**src/rtl/tdm_pkg.sv**
```systemverilog
package tdm_pkg;

    localparam int NUM_UNITS = 4;
    localparam int UID_W     = $clog2(NUM_UNITS + 1);
    localparam int SPARE_ROT = 3;

    typedef logic [UID_W-1:0] uid_t;

    typedef struct packed {
        uid_t src;
        uid_t dst;
    } route_t;

    // Reserved owners: even slots carry unit 4 -> unit 1, odd slots unit 1 -> unit 3.
    function automatic route_t fixed_route(input int slot);
        route_t r;
        if ((slot % 2) == 0) begin
            r.src = UID_W'(4);
            r.dst = UID_W'(1);
        end else begin
            r.src = UID_W'(1);
            r.dst = UID_W'(3);
        end
        return r;
    endfunction

    // Occasional users of the spare slot, indexed by period position.
    function automatic route_t spare_route(input int rot);
        route_t r;
        case (rot)
            0: begin r.src = UID_W'(2); r.dst = UID_W'(1); end
            1: begin r.src = UID_W'(1); r.dst = UID_W'(2); end
            default: begin r.src = '0; r.dst = '0; end
        endcase
        return r;
    endfunction

endpackage

```
**src/rtl/tdm_slot_timer.sv**
```systemverilog
module tdm_slot_timer #(
    parameter int NUM_SLOTS  = 8,
    parameter int SLOT_CLKS  = 6,
    parameter int GUARD_CLKS = 2,
    localparam int SLOT_W = $clog2(NUM_SLOTS),
    localparam int TICK_W = $clog2(SLOT_CLKS)
) (
    input  logic              clk,
    input  logic              rst,
    input  logic              start,
    output logic              active,
    output logic [SLOT_W-1:0] slot,
    output logic              guard,
    output logic              overrun
);
    localparam logic [SLOT_W-1:0] SLOT_LAST = SLOT_W'(NUM_SLOTS - 1);
    localparam logic [TICK_W-1:0] TICK_LAST = TICK_W'(SLOT_CLKS - 1);
    localparam logic [TICK_W-1:0] GUARD_N   = TICK_W'(GUARD_CLKS);

    logic [TICK_W-1:0] tick;
    logic              tick_last;
    logic              at_end;

    assign tick_last = (tick == TICK_LAST);
    assign at_end    = active && tick_last && (slot == SLOT_LAST);
    assign guard     = active && (tick < GUARD_N);

    always_ff @(posedge clk) begin
        if (rst) begin
            active  <= 1'b0;
            slot    <= '0;
            tick    <= '0;
            overrun <= 1'b0;
        end else if (start) begin
            active <= 1'b1;
            slot   <= '0;
            tick   <= '0;
            if (active && !at_end) overrun <= 1'b1;
        end else if (active) begin
            if (tick_last) begin
                tick <= '0;
                if (slot == SLOT_LAST) begin
                    active <= 1'b0;
                    slot   <= '0;
                end else begin
                    slot <= slot + 1'b1;
                end
            end else begin
                tick <= tick + 1'b1;
            end
        end
    end

    AST_RESTART_AT_ZERO: assert property (@(posedge clk) disable iff (rst)
        start |=> (active && slot == '0 && tick == '0));

    AST_OVERRUN_STICKY: assert property (@(posedge clk) disable iff (rst)
        overrun |=> overrun);

    AST_CHAIN_NO_OVERRUN: assert property (@(posedge clk) disable iff (rst)
        (start && at_end && !overrun) |=> !overrun);

    AST_SLOT_STEP: assert property (@(posedge clk) disable iff (rst)
        (active && tick_last && slot != SLOT_LAST && !start) |=> (slot == $past(slot) + 1'b1));

    AST_END_IDLE: assert property (@(posedge clk) disable iff (rst)
        (at_end && !start) |=> !active);

endmodule

```
**src/rtl/tdm_period_counter.sv**
```systemverilog
module tdm_period_counter #(
    parameter int SUPER_LEN = 19,
    localparam int PER_W = $clog2(SUPER_LEN)
) (
    input  logic             clk,
    input  logic             rst,
    input  logic             start,
    output logic [PER_W-1:0] period
);
    localparam logic [PER_W-1:0] PER_LAST = PER_W'(SUPER_LEN - 1);

    always_ff @(posedge clk) begin
        if (rst)        period <= PER_LAST;
        else if (start) period <= (period == PER_LAST) ? '0 : period + 1'b1;
    end

    AST_PERIOD_HOLD: assert property (@(posedge clk) disable iff (rst)
        !start |=> $stable(period));

    AST_PERIOD_WRAP: assert property (@(posedge clk) disable iff (rst)
        (start && period == PER_LAST) |=> (period == '0));

    AST_PERIOD_RANGE: assert property (@(posedge clk) disable iff (rst)
        period <= PER_LAST);

endmodule

```
**src/rtl/tdm_owner_lookup.sv**
```systemverilog
module tdm_owner_lookup
    import tdm_pkg::*;
#(
    parameter int NUM_SLOTS  = 8,
    parameter int SUPER_LEN  = 19,
    parameter int SPARE_SLOT = 7,
    localparam int SLOT_W = $clog2(NUM_SLOTS),
    localparam int PER_W  = $clog2(SUPER_LEN)
) (
    input  logic                 clk,
    input  logic                 rst,
    input  logic                 enable,
    input  logic [SLOT_W-1:0]    slot,
    input  logic [PER_W-1:0]     period,
    output logic [NUM_UNITS-1:0] src_grant,
    output logic [NUM_UNITS-1:0] dst_grant
);
    route_t route;
    int     rot;

    always_comb begin
        rot = int'(period) % SPARE_ROT;
        if (int'(slot) == SPARE_SLOT) route = spare_route(rot);
        else                          route = fixed_route(int'(slot));
    end

    for (genvar k = 0; k < NUM_UNITS; k++) begin : g_decode
        assign src_grant[k] = enable && (route.src == UID_W'(k + 1));
        assign dst_grant[k] = enable && (route.dst == UID_W'(k + 1));
    end

    AST_GRANT_ONEHOT: assert property (@(posedge clk) disable iff (rst)
        $onehot0(src_grant) && $onehot0(dst_grant));

    AST_SRC_DST_PAIRED: assert property (@(posedge clk) disable iff (rst)
        ($countones(src_grant) == $countones(dst_grant)));

endmodule

```
**src/rtl/tdm_slot_sequencer.sv**
```systemverilog
module tdm_slot_sequencer
    import tdm_pkg::*;
#(
    parameter int NUM_SLOTS  = 8,
    parameter int SLOT_CLKS  = 6,
    parameter int GUARD_CLKS = 2,
    parameter int SUPER_LEN  = 19,
    parameter int SPARE_SLOT = 7,
    localparam int SLOT_W = $clog2(NUM_SLOTS),
    localparam int PER_W  = $clog2(SUPER_LEN)
) (
    input  logic                 clk,
    input  logic                 rst,
    input  logic                 period_start,
    output logic [NUM_UNITS-1:0] src_grant,
    output logic [NUM_UNITS-1:0] dst_grant,
    output logic [SLOT_W-1:0]    slot_idx,
    output logic [PER_W-1:0]     period_idx,
    output logic                 guard,
    output logic                 in_period,
    output logic                 overrun
);
    logic grant_en;

    tdm_slot_timer #(
        .NUM_SLOTS (NUM_SLOTS),
        .SLOT_CLKS (SLOT_CLKS),
        .GUARD_CLKS(GUARD_CLKS)
    ) u_timer (
        .clk    (clk),
        .rst    (rst),
        .start  (period_start),
        .active (in_period),
        .slot   (slot_idx),
        .guard  (guard),
        .overrun(overrun)
    );

    tdm_period_counter #(
        .SUPER_LEN(SUPER_LEN)
    ) u_period (
        .clk   (clk),
        .rst   (rst),
        .start (period_start),
        .period(period_idx)
    );

    assign grant_en = in_period && !guard;

    tdm_owner_lookup #(
        .NUM_SLOTS (NUM_SLOTS),
        .SUPER_LEN (SUPER_LEN),
        .SPARE_SLOT(SPARE_SLOT)
    ) u_lookup (
        .clk      (clk),
        .rst      (rst),
        .enable   (grant_en),
        .slot     (slot_idx),
        .period   (period_idx),
        .src_grant(src_grant),
        .dst_grant(dst_grant)
    );

    AST_GUARD_NO_GRANT: assert property (@(posedge clk) disable iff (rst)
        guard |-> (src_grant == '0 && dst_grant == '0));

    AST_IDLE_NO_GRANT: assert property (@(posedge clk) disable iff (rst)
        !in_period |-> (src_grant == '0 && dst_grant == '0 && !guard));

endmodule

```
**config.mk**
```make
export PLATFORM = sky130hd
export DESIGN_NAME = tdm_slot_sequencer
export DESIGN_NICKNAME = d
export VERILOG_FILES = /design/src/rtl/tdm_pkg.sv /design/src/rtl/tdm_slot_timer.sv /design/src/rtl/tdm_period_counter.sv /design/src/rtl/tdm_owner_lookup.sv /design/src/rtl/tdm_slot_sequencer.sv
export SDC_FILE = /design/constraint.sdc
export NUM_CORES = 1
export LEC_CHECK = 0
export CORE_MARGIN = 4
export CORE_UTILIZATION = 37
export DETAILED_ROUTE_END_ITERATION = 8
export PLACE_DENSITY_LB_ADDON = 0.12
export SLEW_MARGIN = 10
export SYNTH_ARGS = -nofsm -noshare
export SYNTH_HDL_FRONTEND = slang
export SYNTH_SLANG_ARGS = --single-unit
export TNS_END_PERCENT = 10
```
**constraint.sdc**
```tcl
create_clock -name clk -period 5.7 [get_ports clk]
set_clock_uncertainty 0.1 [all_clocks]
set_input_delay 1.71 -clock clk [delete_from_list [all_inputs] [get_ports clk]]
set_output_delay 1.71 -clock clk [all_outputs]
set_load 0.05 [all_outputs]
```
# Yosys cells after proc, flatten, opt, wreduce, memory -nomap -nowiden
# Index checks and enable logic that the tools add are counted.
dict set report totals {
  reg_bits 13
  out_inout_bits 19
  wordCells 53
  in_bits 3
}
dict set report op_classes {
  n_eq_ne 13
  addsub 3
  div_mod_pow 1
  muxes 10
  n_lt_le_gt_ge 1
  n_reduce_logical 20
}
# op n
set ops {}
lappend ops {{$logic_not A32 Y1} 2}
lappend ops {{$eq A32 B1 Y1 const B} 1}
lappend ops {{$mod A6 B3 Y32 const B} 1}
lappend ops {{$logic_and A1 B1 Y1} 13}
lappend ops {{$eq A3 B2 Y1 const B} 4}
lappend ops {{$eq A3 B3 Y1 const B} 4}
lappend ops {{$mux W6} 2}
lappend ops {{$pmux W5 S2} 1}
lappend ops {{$eq A3 B1 Y1 const B} 3}
lappend ops {{$add A3 B1 Y3 const B} 2}
lappend ops {{$mux W3} 2}
lappend ops {{$add A5 B1 Y5 const B} 1}
lappend ops {{$eq A5 B5 Y1 const B} 1}
lappend ops {{$mux W5} 1}
lappend ops {{$mux W1} 4}
lappend ops {{$reduce_and A2 Y1} 2}
lappend ops {{$lt A3 B2 Y1 const B} 1}
lappend ops {{$logic_not A1 Y1} 2}
lappend ops {{$reduce_or A2 Y1} 1}

# Logic depth before layout (Yosys ltp)
dict set report depth {
  depth_word 6
  depth_mapped 18
  mapped_depth_nobuf 16
}

# Modules after synthesis
# Synthesis repeated with hierarchy kept, for this count alone.
dict set report unflattened {
  cells_unflattened 143
  area_unflattened_um2 1258.7
}
# module area_each_um2 seq_area_each_um2 cells_per_inst n_inst
set by_module_without_submodules {}
lappend by_module_without_submodules {tdm_owner_lookup 574.3 0.0 74 1}
lappend by_module_without_submodules {tdm_slot_timer 411.6 160.2 38 1}
lappend by_module_without_submodules {tdm_period_counter 259.0 100.1 30 1}
lappend by_module_without_submodules {tdm_slot_sequencer 13.8 0.0 1 1}

# Least setup slack after synthesis
# Ideal clock, no wire load.
dict set report synth_timing {
  path_type {reg-to-output}
  startpoint {register u_period.period[3]}
  endpoint {output src_grant[0]}
  stages_incl_launch_ff 19
  required_time_ns 3.890
  setup_slack_ns -0.803
  t_arrival_ns 4.693
  path_buffers 2
  cell_sequence {dfxtp_1 > buf_2 > clkbuf_1 > ha_1 > nand3b_1 > nor2b_1 > or2_2 > ha_1 > inv_1 > o21a_1 > o21ai_0 > or2_1 > and2_1 > ha_1 > inv_1 > nand2_1 > or3_4 > o31ai_1 > a2bb2oi_1}
}
dict set report synth_between {
  elab_chain_len 6
  elab_cells_between_ends 7
  classes_between {1 x div; 2 x eq/ne; 2 x mux; 2 x reduce/logical}
}
# item line_no
set synth_rtl {}
lappend synth_rtl {{start, declared} tdm_period_counter.sv:8} ;# output logic [PER_W-1:0] period
lappend synth_rtl {{start signal, assigned} tdm_period_counter.sv:14} ;# else if (start) period <= (period == PER_LAST) ? '0 : period + 1'b1;
lappend synth_rtl {{$mod A6 B3 Y32 *} tdm_owner_lookup.sv:22} ;# rot = int'(period) % SPARE_ROT;
lappend synth_rtl {{$eq A32 B1 Y1 / $logic_not A32 Y1 (equally long branches)} tdm_pkg.sv:30} ;# case (rot)
lappend synth_rtl {{$pmux W5 S2 *} tdm_pkg.sv:30}
lappend synth_rtl {{$mux W6 *} tdm_owner_lookup.sv:23} ;# if (int'(slot) == SPARE_SLOT) route = spare_route(rot);
lappend synth_rtl {{$eq A3 B1 Y1 *} tdm_owner_lookup.sv:28} ;# assign src_grant[k] = enable && (route.src == UID_W'(k + 1));
lappend synth_rtl {{$logic_and A1 B1 Y1 *} tdm_owner_lookup.sv:28}
lappend synth_rtl {{end, declared} tdm_slot_sequencer.sv:15} ;# output logic [NUM_UNITS-1:0] src_grant,
# Every way passes the cells marked *; elsewhere a longest branch is shown, timed or not.

# Final worst setup path
dict set report layout_timing {
  startpoint {register u_period.period[3]}
  endpoint {output dst_grant[0]}
}
dict set report layout_between {
  elab_chain_len 6
  elab_cells_between_ends 7
  classes_between {1 x div; 2 x eq/ne; 2 x mux; 2 x reduce/logical}
}
# item line_no
set layout_rtl {}
lappend layout_rtl {{$mod A6 B3 Y32 *} tdm_owner_lookup.sv:22}
lappend layout_rtl {{$eq A32 B1 Y1 / $logic_not A32 Y1 (equally long branches)} tdm_pkg.sv:30}
lappend layout_rtl {{$pmux W5 S2 *} tdm_pkg.sv:30}
lappend layout_rtl {{$mux W6 *} tdm_owner_lookup.sv:23}
lappend layout_rtl {{$eq A3 B1 Y1 *} tdm_owner_lookup.sv:29} ;# assign dst_grant[k] = enable && (route.dst == UID_W'(k + 1));
lappend layout_rtl {{$logic_and A1 B1 Y1 *} tdm_owner_lookup.sv:29}
lappend layout_rtl {{end, declared} tdm_slot_sequencer.sv:16} ;# output logic [NUM_UNITS-1:0] dst_grant,
# Marked as above.

==> impl_metrics.csv <==
group,metric,value,unit
route,via_per_inst,5.446,
hold_path,hold_depth,2,
global_routing,grt_use_total,0.1524,
sta,maxSlewHeadroom,0.5894,
setup_path,crit_type,"reg2out",
logic_synthesis,synthTopCellsByArea,"dfxtp_1 (21%), ha_1 (8.2%), nor2_1 (5.5%)",
global_routing,grt_pass1_vias,1154,
logic_synthesis,yosys.cell_types.count,55,
logic_synthesis,synth-seq-cells,13,
logic_synthesis,synth_top_family_by_area,"compound AO/OA/AOI/OAI gates",
sta,fmax,179.4,MHz
logic_synthesis,synth_edf_count,0,
logic_synthesis,netlist_instances,156,
cts,path_clk_slew,0.08,ns
hold_path,hp-start,"u_timer.overrun",
logic_synthesis,yosysTopAreaCell,"dfxtp_1",
logic_synthesis,synth_compound_area_frac,0.2856,
placed_design,place_area,1526,um2
cts,cts_tree,"yes",
cts,htreeDepth,1,
setup_path,r2r_end,"u_period.period[0]",
global_routing,grt_max_degree,16,
route,wire_per_inst,13.80,um
pwr,leakage,0.6523,nW
sta,setup_viol,0,
sta,hold_viol,0,
sta,worst_pin_slew,0.6107,ns
floorplan,die_area,4288,um2
placed_design,hpwl,2.250,mm
logic_synthesis,synth_top_area_frac,0.2129,
setup_path,required,3.89,ns
finish,fin_util,0.5290,
job,max_cap_viol_count,0,
floorplan,io_pins,22,
global_routing,overflow,0,
sta,maxSlewViolCount,0,
cts,clkSinkCount,13,
finish,n_antenna_cell,0,
setup_path,arrival,3.77,ns
logic_synthesis,yosysWarnings,0,
logic_synthesis,syn_area,1222,um2
placed_design,place_inst,215,
logic_synthesis,synth.area.mux_share,0.02559,
hold_path,hold_end,"u_timer.overrun",
logic_synthesis,synth_seq_area_share,0.2129,
sta,setup_tns,0,ns
placed_design,place_congestion,0.8487,
floorplan,start_util,0.3940,
sta,period_minus_slack,5.575,ns
floorplan,rows,20,
cts,clock-root-buffer,"clkbuf_4",
setup_path,endpoint_kind,"output port",
floorplan,fp.dieW,65.48,um
cts,cts_buffers,3,
setup_path,r2r_cells,5,
route,vias,1220,
logic_synthesis,synth-adder-area-share,0.09007,
finish,drive_gt1_frac,0.2222,
route,wl_met3,95,um
setup_path,reg2reg_from,"u_period.period[1]",
global_routing,antenna_found_initial,0,
pwr,peakVddDrop,0.1357,mV
route,routed_wirelength,3.092,mm
logic_synthesis,synth_ff_type,"dfxtp_1",
route,antenna_left,0,
finish,area_delta_synth_final,34.29,%
finish,fin_area,1642,um2
logic_synthesis,synth.avg_cell_area,7.836,um2
setup_path,worstPathMaxFanout,6,
finish,stdcell_count,224,
run_status,outcome,"finished, final reports clean",
logic_synthesis,yosys.area_share.simple,0.2712,
route,drc_errors,0,
setup_path,crit_path_start_kind,"register",
setup_path,ff2ff_setup_slack,4.03,ns
route,drt-initial-drc-count,89,
hold_path,hold_class,"reg2reg",
sta,fin_crit_sh,0.9781,
finish,nets,192,
floorplan,core,3103,um2
route,top_layer,"met4",
placed_design,port_buffers,19,
logic_synthesis,synthXorXnorAreaFrac,0.04299,
route,routed-wl-met2,1.537,mm
logic_synthesis,synthArstFlopShare,0,
cts,hold_buffers,0,
cts,clk_latency,0.27,ns
global_routing,grt_pass1_wl,5.299,mm
cts,cts.path.max_buffers,2,
finish,fill_cells,313,
route,wl_met1,1.432,mm
floorplan,die_h,65.48,um
route,dr.pass1.iters,4,
pwr,power_density,210.5,nW/um2
[repair_timing]
item | CTS | global route
hold endpoints to repair | 0 | 0
pin swaps | 4 | 6
resized for setup | 2 | 8
endpoints found under the setup margin | 4 | 4
setup buffers | 3 | 2
[power by group]
group / switching (W) / total, W / leakage [nW] / internal, W
logic: 0.000107 / 0.000188 / 0.531 / 0.0000809
clock network: 0.0000292 / 0.0000563 / 0.0150 / 0.0000271
registers: 0.00000629 / 0.000101 / 0.107 / 0.0000949
total: 0.000143 / 0.000346 / 0.652 / 0.000203
[cells in the mapped netlist (4+ instances only)]
library cell   n
nor2_1        18
dfxtp_1       13
ha_1           8
inv_1          8
nand2_1        8
a21oi_1        7
o21ai_0        7
nor3_1         6
and2_1         5
clkbuf_1       4
nand2b_1       4
nor3b_1        4
or2_2          4
[sequential cells by signal, summed over array words and instances, names as in the netlist]
signal	flops
u_timer.tick	3
u_timer.slot	3
u_period.period	5
u_timer.overrun	1
u_timer.active	1
[layout make-up]
| cell class | instances | area, um2 | share of cell area |
|---|---|---|---|
| well taps | 44 | 55.05 | 0.03354 |
| multi-input cells | 127 | 967.2 | 0.5892 |
| inverters | 8 | 30.03 | 0.01829 |
| clock buffers | 4 | 26.28 | 0.01601 |
| flip-flops and latches | 13 | 265.3 | 0.1616 |
| repair buffers | 28 | 297.8 | 0.1814 |
[worst max-delay path, stage by stage (launching register included)]
cell and delay, ns:
dfxtp_4 0.35, ha_4 0.27, and4b_1 0.18, o21a_1 0.19, or2_4 0.26, ha_4 0.18
a211oi_4 0.26, o21ai_2 0.10, or2_1 0.24, and2_4 0.17, ha_4 0.17, inv_1 0.07
nand2_1 0.05, or3_4 0.34, o32a_1 0.33, o21bai_2 0.17, buf_12 0.16
[cells in the final DEF (no fill, tap or decap), types with 2 or more instances in the layout]
cell             count
dfxtp_1             11
clkbuf_4             3
a211oi_4             2
and2_1               4
nand3b_1             2
or2_2                3
a311oi_1             2
ha_4                 3
nor3b_1              4
nand2b_1             4
conb_1               2
buf_4                9
o21ai_2              2
nor2_1              17
o21a_4               2
ha_1                 5
nand2_1              8
buf_12               4
a211oi_1             2
o31ai_1              2
xor2_1               3
inv_1                8
a31oi_1              2
a2111oi_0            2
nand4_1              2
a21oi_1              7
nor2b_1              3
mux2i_1              2
o21ai_0              5
xnor2_1              3
nor3_1               6
clkdlybuf4s50_1     15
[layer usage]
layer	global-route usage	up-vias
li1	-	610
met1	0.2048	577
met2	0.2566	29
met3	0.01368	4
met4	0.04663	0
met5	0	-
[how the worst max path moves through the flow]
stage | startpoint | endpoint | slack (ns) | depth (start not counted)
floorplan | u_period.period[3] | dst_grant[0] | 0.004 | 18
global placement | u_period.period[3] | dst_grant[0] | 0.33 | 17
detailed placement | u_period.period[3] | src_grant[0] | 0.20 | 15
CTS | u_period.period[3] | dst_grant[0] | 0.03 | 17
global route | u_period.period[3] | dst_grant[1] | -0.009 | 16
finish | u_period.period[3] | dst_grant[0] | 0.12 | 16
[cells by family after synthesis]
group / after synthesis
compound gates: 45
buf+inv: 17
fa+ha+maj: 9
mux: 3
simple gates: 62
xor+xnor: 6
other cells: 1
flops: 13
[stage by stage]
step                      worst slack, ns  hold WS (ns)   power, W
after global placement             0.3323        0.3547  0.0002683
after global routing            -0.008679        0.4386  0.0003703
after detailed placement           0.1975        0.3616  0.0002720
final                              0.1246        0.3805  0.0003456
after CTS                         0.03144        0.3847  0.0003312
after floorplan                  0.004377        0.4260  0.0002382
Power figures use the tool's default switching activity.
